<file path="config.mk">
export PLATFORM = sky130hd
export DESIGN_NAME = fill_clk_recovery
export DESIGN_NICKNAME = d
export VERILOG_FILES = /design/src/rtl/bfr_pkg.sv /design/src/rtl/bfr_fill_cnt.sv /design/src/rtl/bfr_run_ctl.sv /design/src/rtl/bfr_pi_ctl.sv /design/src/rtl/bfr_nco.sv /design/src/rtl/fill_clk_recovery.sv
export SDC_FILE = /design/constraint.sdc
export NUM_CORES = 1
export LEC_CHECK = 0
export CORE_MARGIN = 8
export CORE_UTILIZATION = 66
export DETAILED_ROUTE_END_ITERATION = 8
export GPL_TIMING_DRIVEN = 0
export PLACE_DENSITY = 0.89
export SLEW_MARGIN = 20
export SYNTH_ARGS = -nofsm -noshare
export SYNTH_HDL_FRONTEND = slang
export SYNTH_HIERARCHICAL = 1
export SYNTH_SLANG_ARGS = --single-unit
</file>
<file path="constraint.sdc">
create_clock -name clk -period 34.8 [get_ports clk]
set_input_delay 10.44 -clock clk [delete_from_list [all_inputs] [get_ports clk]]
set_output_delay 10.44 -clock clk [all_outputs]
set_load 0.01 [all_outputs]
</file>
<file path="src/rtl/bfr_pkg.sv">
// Package: shared phase type and damping-to-shift mapping for the
// buffer-fill clock recovery loop. Assumes two damping select bits.
package bfr_pkg;

    typedef enum logic {
        PH_FREE  = 1'b0,
        PH_TRACK = 1'b1
    } phase_e;

    // Extra right shift of the integral path over the proportional path.
    localparam int KI_EXTRA = 3;

    // Proportional gain shift chosen by the damping select.
    function automatic logic [2:0] kp_shift(input logic [1:0] damp);
        return {1'b0, damp};
    endfunction

    // Integral gain shift chosen by the damping select.
    function automatic logic [2:0] ki_shift(input logic [1:0] damp);
        return {1'b0, damp} + 3'(KI_EXTRA);
    endfunction

endpackage

</file>
<file path="src/rtl/bfr_fill_cnt.sv">
// Module: saturating byte counter that mirrors the reassembly buffer fill.
// Assumes at most one write and one read strobe per clock.
module bfr_fill_cnt #(
    parameter int W = 10
) (
    input  logic         clk,
    input  logic         rst_n,
    input  logic         clr,
    input  logic         wr,
    input  logic         rd,
    output logic [W-1:0] fill
);

    // Step the count by the net strobe, holding at both ends.
    always_ff @(posedge clk) begin
        if (!rst_n || clr) begin
            fill <= '0;
        end else if (wr && !rd && fill != '1) begin
            fill <= fill + 1'b1;
        end else if (rd && !wr && fill != '0) begin
            fill <= fill - 1'b1;
        end
    end

endmodule

</file>
<file path="src/rtl/bfr_run_ctl.sv">
// Module: free-run timer. Holds the loop in the free phase for 8*T data
// ticks after reset or restart, then hands over to tracking.
// Assumes T < 2^TW; a T of zero ends free-run on the first tick.
module bfr_run_ctl
    import bfr_pkg::*;
#(
    parameter int TW = 8
) (
    input  logic          clk,
    input  logic          rst_n,
    input  logic          restart,
    input  logic          tick,
    input  logic [TW-1:0] free_time,
    output phase_e        phase
);

    localparam int CW = TW + 3;

    logic [CW-1:0] cnt;
    logic [CW-1:0] cnt_inc;
    logic [CW-1:0] limit;

    // Tick budget and next count value.
    always_comb begin
        limit   = {free_time, 3'b000};
        cnt_inc = cnt + 1'b1;
    end

    // Count ticks while free; switch to tracking when the budget is met.
    always_ff @(posedge clk) begin
        if (!rst_n || restart) begin
            phase <= PH_FREE;
            cnt   <= '0;
        end else if (tick && phase == PH_FREE) begin
            cnt <= cnt_inc;
            if (cnt_inc >= limit) begin
                phase <= PH_TRACK;
            end
        end
    end

endmodule

</file>
<file path="src/rtl/bfr_pi_ctl.sv">
// Module: proportional-integral controller on the fill error, plus the
// lock detector. Updates once per data tick while tracking.
// Assumes FW+1 <= CW+2 so the error fits the internal sum width.
module bfr_pi_ctl
    import bfr_pkg::*;
#(
    parameter int FW     = 10,
    parameter int CW     = 12,
    parameter int WIN    = 2,
    parameter int LOCK_N = 256
) (
    input  logic                 clk,
    input  logic                 rst_n,
    input  logic                 restart,
    input  logic                 tick,
    input  logic                 track,
    input  logic [FW-1:0]        fill,
    input  logic [FW-1:0]        target,
    input  logic [1:0]           damp,
    input  logic [CW-2:0]        max_dev,
    output logic signed [CW-1:0] corr,
    output logic                 locked
);

    localparam int EW  = FW + 1;
    localparam int SW  = CW + 2;
    localparam int LCW = $clog2(LOCK_N);

    logic signed [EW-1:0]  err, err_i, err_p, mag;
    logic signed [SW-1:0]  lim, nlim, isum, csum;
    logic signed [CW-1:0]  integ, integ_nx, corr_nx;
    logic                  in_win;
    logic [LCW-1:0]        lcnt;

    // Saturate a wide value to the symmetric bound.
    function automatic logic signed [CW-1:0] clip(
        input logic signed [SW-1:0] v,
        input logic signed [SW-1:0] hi,
        input logic signed [SW-1:0] lo
    );
        if (v > hi)      return CW'(hi);
        else if (v < lo) return CW'(lo);
        else             return CW'(v);
    endfunction

    // Error, gain shifts, integrator and output candidates.
    always_comb begin
        err      = $signed({1'b0, fill}) - $signed({1'b0, target});
        err_i    = err >>> ki_shift(damp);
        err_p    = err >>> kp_shift(damp);
        lim      = $signed({3'b000, max_dev});
        nlim     = -lim;
        isum     = SW'(integ) + SW'(err_i);
        integ_nx = clip(isum, lim, nlim);
        csum     = SW'(integ_nx) + SW'(err_p);
        corr_nx  = clip(csum, lim, nlim);
        mag      = err[EW-1] ? -err : err;
        in_win   = mag <= $signed(EW'(WIN));
    end

    // Controller state: cleared while free, advanced on each tick.
    always_ff @(posedge clk) begin
        if (!rst_n || restart || !track) begin
            integ <= '0;
            corr  <= '0;
        end else if (tick) begin
            integ <= integ_nx;
            corr  <= corr_nx;
        end
    end

    // Lock detector: run of in-window updates, broken by any excursion.
    always_ff @(posedge clk) begin
        if (!rst_n || restart) begin
            lcnt   <= '0;
            locked <= 1'b0;
        end else if (track && tick) begin
            if (!in_win) begin
                lcnt   <= '0;
                locked <= 1'b0;
            end else if (lcnt == LCW'(LOCK_N - 1)) begin
                locked <= 1'b1;
            end else begin
                lcnt <= lcnt + 1'b1;
            end
        end
    end

endmodule

</file>
<file path="src/rtl/bfr_nco.sv">
// Module: phase accumulator oscillator. Adds nominal increment plus the
// signed correction each clock; the carry is the clock enable.
// Assumes NOM_INC + |corr| < 2^AW and NOM_INC > |corr|.
module bfr_nco #(
    parameter int            AW      = 16,
    parameter int            CW      = 12,
    parameter logic [AW-1:0] NOM_INC = 16'h4000
) (
    input  logic                 clk,
    input  logic                 rst_n,
    input  logic                 restart,
    input  logic signed [CW-1:0] corr,
    output logic                 out_en
);

    logic [AW-1:0] acc;
    logic [AW:0]   inc, sum;

    // Corrected increment and accumulator sum with carry.
    always_comb begin
        inc = {1'b0, NOM_INC} + (AW + 1)'(corr);
        sum = {1'b0, acc} + inc;
    end

    // Advance the phase and register the carry as the enable.
    always_ff @(posedge clk) begin
        if (!rst_n || restart) begin
            acc    <= '0;
            out_en <= 1'b0;
        end else begin
            acc    <= sum[AW-1:0];
            out_en <= sum[AW];
        end
    end

endmodule

</file>
<file path="src/rtl/fill_clk_recovery.sv">
// Module: top of the buffer-fill clock recovery loop. Ties the fill
// counter, free-run timer, PI controller and oscillator together.
// Assumes all inputs are synchronous to clk.
module fill_clk_recovery
    import bfr_pkg::*;
#(
    parameter int              FILL_W   = 10,
    parameter int              INIT_W   = 6,
    parameter int              CORR_W   = 12,
    parameter int              ACC_W    = 16,
    parameter logic [ACC_W-1:0] NOM_INC = 16'h4000,
    parameter int              LOCK_WIN = 2,
    parameter int              LOCK_N   = 256
) (
    input  logic                     clk,
    input  logic                     rst_n,
    input  logic                     restart,
    input  logic                     data_tick,
    input  logic                     wr_stb,
    input  logic                     rd_stb,
    input  logic [FILL_W-1:0]        cfg_target,
    input  logic [INIT_W+1:0]        cfg_free_time,
    input  logic [1:0]               cfg_damp,
    input  logic [CORR_W-2:0]        cfg_max_dev,
    output logic                     out_en,
    output logic signed [CORR_W-1:0] corr,
    output logic                     locked
);

    localparam int TIME_W = INIT_W + 2;

    logic [FILL_W-1:0] fill_q;
    phase_e            phase_q;
    logic              track;

    // Tracking qualifier for the controller.
    always_comb track = (phase_q == PH_TRACK);

    bfr_fill_cnt #(.W(FILL_W)) u_fill (
        .clk  (clk),
        .rst_n(rst_n),
        .clr  (restart),
        .wr   (wr_stb),
        .rd   (rd_stb),
        .fill (fill_q)
    );

    bfr_run_ctl #(.TW(TIME_W)) u_run (
        .clk      (clk),
        .rst_n    (rst_n),
        .restart  (restart),
        .tick     (data_tick),
        .free_time(cfg_free_time),
        .phase    (phase_q)
    );

    bfr_pi_ctl #(
        .FW    (FILL_W),
        .CW    (CORR_W),
        .WIN   (LOCK_WIN),
        .LOCK_N(LOCK_N)
    ) u_pi (
        .clk    (clk),
        .rst_n  (rst_n),
        .restart(restart),
        .tick   (data_tick),
        .track  (track),
        .fill   (fill_q),
        .target (cfg_target),
        .damp   (cfg_damp),
        .max_dev(cfg_max_dev),
        .corr   (corr),
        .locked (locked)
    );

    bfr_nco #(
        .AW     (ACC_W),
        .CW     (CORR_W),
        .NOM_INC(NOM_INC)
    ) u_nco (
        .clk    (clk),
        .rst_n  (rst_n),
        .restart(restart),
        .corr   (corr),
        .out_en (out_en)
    );

endmodule

</file>
# Word-level counts from Yosys, hierarchy flattened
# Cells that the tools add are included.
[classes]
add_sub_neg = 12
bitwise_logic = 1
shifts = 2
n_reduce_logical = 17
muxes = 11
eq_ne = 4
magnitude_cmp = 6
[ops]
columns = ["op", "count"]
rows = [
  ["2-to-1 mux 12 bit", 4],
  ["> comparator 14 x 12 -> 1 bit", 2],
  ["< comparator 14 bit", 2],
  ["adder 12 x 11 -> 13 bit", 2],
  ["2-to-1 mux 10 bit", 2],
  ["adder 16 x 12 -> 17 bit, first input constant", 1],
  ["adder 16 x 17 -> 17 bit", 1],
  ["2-to-1 mux 8 bit", 2],
  ["negation 11 -> 14 bit", 1],
  ["adder 11 x 1 -> 11 bit, second input constant", 1],
  [">= comparator 11 bit", 1],
  ["<= comparator 11 x 3 -> 1 bit, second input constant", 1],
  ["2-to-1 mux 11 bit", 1],
  ["negation 11 bit", 1],
  [">>> shifter 11 x 2 -> 11 bit", 1],
  [">>> shifter 11 x 3 -> 11 bit", 1],
  ["subtractor 10 x 10 -> 11 bit", 1],
  ["adder 10 x 1 -> 10 bit, second input constant", 1],
  ["inequality test 10 bit, second input constant", 1],
  ["nonzero test 10 bit", 1],
  ["subtractor 10 x 1 -> 10 bit, second input constant", 1],
  ["adder 8 x 1 -> 8 bit, second input constant", 1],
  ["== test 8 bit, second input constant", 1],
  ["logical AND 1 bit", 6],
  ["8 further kinds", 16],
]
[word_totals]
elab_cells = 62
reg_bits = 72
in_bits = 37

# Longest topological paths before layout
[logic_depth]
depth_word = 10
mapped_depth = 55
depth_no_buf = 51

# Hierarchy
# The synthesis kept the hierarchy.
[by_module_without_submodules]
columns = ["module", "instances", "seq_area_each_um2", "cells_each", "area_per_inst_um2"]
rows = [
  ["bfr_pi_ctl", 1, 660.6, 815, 5935.7],
  ["bfr_nco", 1, 340.3, 168, 1540.2],
  ["bfr_run_ctl", 1, 240.2, 103, 877.1],
  ["bfr_fill_cnt", 1, 200.2, 101, 819.5],
]

# Worst setup path after synthesis
# Ideal clock, no wire load.
[synth_timing]
path_type = "input port to flip-flop"
from = "input port cfg_target[4]"
to = "register u_pi.corr[3]"
setup_slack_ns = 15.415
setup_ns = 0.123
required_time_ns = 34.677
path_stages = 49
arrival_time_ns = 19.262
path_cell_list = "inv_1 -> ha_1 -> buf_2 -> and2_1 -> o21ai_0 -> nand3_1 -> a41o_1 -> inv_1 -> clkbuf_1 -> nor2_1 -> a211oi_1 -> a21oi_1 -> o21ai_0 -> ha_1 -> o211ai_1 -> a21oi_1 -> o21a_1 -> o21ai_0 -> [... 13 more ...] -> a21o_1 -> a21oi_1 -> nand2b_1 -> or2_2 -> o311ai_1 -> o211ai_4 -> a31oi_1 -> xnor2_1 -> inv_1 -> ha_1 -> a21oi_1 -> o2111a_1 -> a21oi_1 -> clkbuf_1 -> mux2i_1 -> nor2_1 -> o21ai_1 -> nand3_1"
[synth_via]
elab_chain_len = 10
[synth_rtl]
columns = ["item", "line", "rtl"]
rows = [
  ["from (decl)", "fill_clk_recovery.sv:21", "input logic [FILL_W-1:0] cfg_target,"],
  ["subtractor 10 x 10 -> 11 bit *", "bfr_pi_ctl.sv:48", "err = $signed({1'b0, fill}) - $signed({1'b0, target});"],
  [">>> shifter 11 x 3 -> 11 bit *", "bfr_pi_ctl.sv:49", "err_i = err >>> ki_shift(damp);"],
  ["adder 12 x 11 -> 13 bit *", "bfr_pi_ctl.sv:53", "isum = SW'(integ) + SW'(err_i);"],
  ["< comparator 14 bit", "bfr_pi_ctl.sv:42", "else if (v < lo) return CW'(lo);"],
  ["2-to-1 mux 12 bit", "bfr_pi_ctl.sv:42", ""],
  ["2-to-1 mux 12 bit *", "bfr_pi_ctl.sv:41", "if (v > hi) return CW'(hi);"],
  ["net u_pi.integ_nx[1]", "bfr_pi_ctl.sv:31", "logic signed [CW-1:0] integ, integ_nx, corr_nx;"],
  ["adder 12 x 11 -> 13 bit *", "bfr_pi_ctl.sv:55", "csum = SW'(integ_nx) + SW'(err_p);"],
  ["< comparator 14 bit", "bfr_pi_ctl.sv:42", ""],
  ["2-to-1 mux 12 bit", "bfr_pi_ctl.sv:42", ""],
  ["2-to-1 mux 12 bit *", "bfr_pi_ctl.sv:41", ""],
  ["to (signal assigned)", "bfr_pi_ctl.sv:68", "corr <= corr_nx;"],
  ["to (decl)", "bfr_pi_ctl.sv:21", "output logic signed [CW-1:0] corr,"],
]
# The timed path passes the listed nets; every way through them passes the cells marked *.
# A chain may end at the register's enable or synchronous reset.

# Final worst setup path
# Ends and elaborated chain as after synthesis.

==> results.txt <==
The share of total power in the clock network came out at 21.0%. The dominant synthesized flop cell is dfxtp_1. The area of the core is roughly 0.014 sq mm. After detailed routing, the number of vias per cell comes to approximately 6.4. The number of global-route vias before repair is 8,417. The path class of the tightest hold or removal check is reg -> reg.

The number of instances in the placed design is between 1,000 and 1,500. The net count of the mapped netlist came out at roughly 1,400. The clock period minus worst slack came out at between 20 and 25 ns. Max-cap violations in this run came to 0. The maximum vdd drop came out at ~0.000032 V. The combinational cell fraction of total power is 60.5%.

The number of diodes is 0. The routed layout has slightly above 9,000 vias. Gates resized during post-CTS repair numbered 0.

The largest net degree at the start of global routing came out at 14. The slowest library cell on the worst path is clkbuf_1. For this block, the initial DRC count from the detailed router was roughly 1,000. Routed signal wires occupy layers up through met4. The number of buffers inserted during clock tree synthesis came out at 9. Derived from the worst setup path, the maximum achievable clock frequency is 0.0455 GHz. In this run, flip-flops and latches consume around 18% of the power. The cell count after synthesis is 1,187. STA classifies the critical path startpoint as an input port. The row count came out at 43. The mean area per synthesized cell came out at 7.73 sq um.

The congestion estimate from routability-driven global placement came to about 0.97. The total die area came out at approximately 0.018 sq mm. The detailed-routing iteration count for the pre-antenna-repair pass came out at 6. The leakage power figure came out at 4.48 nW. The net switching component of the power came out at 0.208 mW.

The H-tree was split into 3 levels. Buffers placed on the I/O ports in this run total 50. The worst-case clock buffer depth came out at 2. Dividing the detail-routed wire length by the instance count gives between 15 and 20 um. The total grt overflow came out at 0.

The worst-case headroom to the max-slew limit came out at 48.0%. During synthesis, Yosys emitted a total of 6 warnings. In the detailed route, the total length drawn on met2 is 11,400 um. STA classifies the critical path endpoint as a flop.

Global routing consumed, over all layers together, ~27% of the routing resources. The final net count is roughly 1,400. TritonCTS built the clock tree.

On the final layout, the worst clock skew is a little under 0.006 ns. The transition time of the tightest slew-check pin came out at slightly below 0.8 ns. The die span in x is ~130 um. The final period utilization came out at 63.2%. The setup path with the least slack is of type in -> reg.

Summed over all nets, the half-perimeter wirelength after detailed placement is just under 20,000 um. Fill cells in the final layout number 1,070. The cell that appears most often on the critical path is a21oi_1.

Power comes to 0.461 mW. The initial core utilization is about two thirds. The post-route worst setup slack is 12.82 ns. The number of sinks on the clock net is 72. The worst path arrival time came out at approximately 22 ns. In the final routing, the length of wire on met1 measures approximately 10,000 um. The maximum fanout along the worst path came out at 13. Setup repair after global routing left no endpoint under its margin. The number of pins with negative max-slew slack in the final report came out at 0.

The area of the mapped netlist is roughly 0.0092 sq mm. The switching share of power is about 45%. The clock reaches the later pin of the worst-skew pair after around 0.35 ns. The routed length on met3 is between 2000 and 2500 um. The area overhead of the layout relative to synthesis came out at 11.3%. In this run the remaining antenna-violating nets after routing total 0. The internal portion of total power came out at roughly 0.25 mW. The proportion of register bits with asynchronous set or reset after synthesis came out at 0%.

The power per cell area is 45.2 mW/mm^2. The number of failing hold endpoints at the final stage came out at 0. Post-CTS timing repair inserted 0 buffers for setup. Clock-pin slew was measured on the worst setup and hold paths at around 0.06 ns. Prior to clock tree synthesis, the placed netlist has a worst setup slack of between 10 and 15 ns.

For the worst setup path, the data required time is 35.03 ns. The maximum cell stage delay along the critical path is ~0.55 ns. The die extent in y came out at 134 um. The number of distinct standard cells referenced by the synthesized netlist is a little over 100.

The tree is rooted in a clkbuf_16. The number of flip-flops and latches in the synthesized netlist came out at about 70. The proportion of synthesized chip area in sequential cells came out at approximately 16%.

The final total negative setup slack is 0 ns. The run finished with clean final reports. The proportion of layout cells with a drive suffix above 1 came out at 7.02%. The number of hold buffers added after CTS was 0.

The initial antenna violation count was 0. The number of flops mapped to enable cells by yosys came out at 0. The overall routed net length is around 25,000 um. The count of unresolved DRC violations after routing is 0.

Setup violations remaining at the end of the flow were counted as 0. The wire length of the first global-routing pass is roughly 41,000 um. 51 I/O pins were placed. The final non-filler cell total came out at 1,433.
[power groups by stage]
stage / clock [mW] / combinational (mW) / sequential (mW)
6_report: 0.0971 / 0.279 / 0.0850
5_1_grt: 0.101 / 0.303 / 0.0851
4_1_cts: 0.0978 / 0.270 / 0.0850
3_5_place_dp: 0 / 0.266 / 0.0868
3_3_place_gp: 0 / 0.258 / 0.0868
2_1_floorplan: 0 / 0.204 / 0.0862
[cells in the mapped netlist (8+ instances only)]
cell type    n  area (sq um)
o21ai_0     66           330
nor2_1     108           405
o21a_1      18           135
inv_1       77           289
nand2_1     78           293
a21o_1      21           158
nand3_1     48           240
ha_1       134          1680
o21ai_1      8          40.0
dfxtp_1     72          1440
nor3_1      24           120
nor2b_1     23           144
xnor2_1     34           298
nand2b_1    20           125
xor2_1      25           219
nand4_1     23           144
or3_1        9          56.3
a21oi_1     93           465
mux2i_1     34           340
and3_1      13          81.3
a211oi_1    15           113
a31oi_1     15          93.8
clkbuf_1    27           101
o211ai_1    14           105
and2_1      10          62.6
[layout make-up]
cell class,instances,area (sq um),area share [%]
multi-input combinational,991,7190,70.5
sequential,72,1440,14.1
timing repair buffer,50,500,4.90
inverter,78,293,2.87
clock buffer,12,256,2.51
buffer,46,246,2.42
tap,180,225,2.21
clock inverter,4,51.3,0.503
[stage by stage]
step	utilization, %	hold slack [ns]	area (sq um)
2_1_floorplan	-	0.454	9170
3_3_place_gp	72.1	0.470	9900
3_5_place_dp	72.1	0.478	9900
4_1_cts	74.4	0.499	10200
5_1_grt	74.4	0.542	10200
6_report	74.4	0.493	10200
[path summary, 6_finish.rpt]
path                                     start      endpoint  slack [ns]  cells after the start
worst max register to register  u_fill/fill[4]  u_pi/corr[3]       22.95                     50
worst min-delay path               u_pi/locked   u_pi/locked        0.49                      2
worst min register to register     u_pi/locked   u_pi/locked        0.49                      2
worst max-delay path             cfg_target[4]  u_pi/corr[3]       12.82                     52
[layer usage]
layer	vias to the layer above	global-route usage [%]
met3	70	5.61
li1	4478	-
met5	-	0
met2	445	45.1
met1	4223	34.2
met4	0	8.23
[state kept, by name, summed over array words and instances, names as in the netlist]
register	flops
u_pi/lcnt	8
u_run/phase	1
u_fill/fill	10
u_nco/out_en	1
u_nco/acc	16
u_run/cnt	11
u_pi/integ	12
u_pi/corr	12
u_pi/locked	1
[cells by family after synthesis]
group / after synthesis / synth area share (%)
XOR/XNOR: 60 / 5.81
AND/OR/NAND/NOR: 412 / 23.4
adder cells (fa/ha/maj): 139 / 19.4
AO/OA/AOI/OAI: 341 / 25.3
buffers and inverters: 124 / 5.88
flip-flops: 72 / 15.7
multiplexers: 39 / 4.54
[layout by cell type (no fill, tap or decap), types with 7 or more instances in the layout]
master,count
o21ai_1,8
a211oi_1,15
or3_1,9
nand2b_1,20
dfxtp_1,72
ha_1,134
xor2_1,25
and3_1,13
and2_1,10
o21ai_0,66
o21a_1,18
nor2b_1,23
a31oi_1,15
buf_6,7
nand4_1,23
nor3_1,24
xnor2_1,34
o211ai_1,14
clkdlybuf4s50_1,50
nor2_1,108
a21oi_1,93
nand2_1,78
clkbuf_1,28
a21o_1,21
or2_2,7
nand3_1,48
inv_1,77
mux2i_1,34
clkbuf_16,9
[critical path: cells and delay by family]
kind	cells	cell delay (ns)
xor gates and xnor gates	1	0.37
AOI/OAI and AO/OA	23	4.88
muxes	1	0.35
and+or+nand+nor	11	1.64
buffers and inverters	10	2.69
adders and majority gates	6	1.81
(Power assumes the default switching activity.)
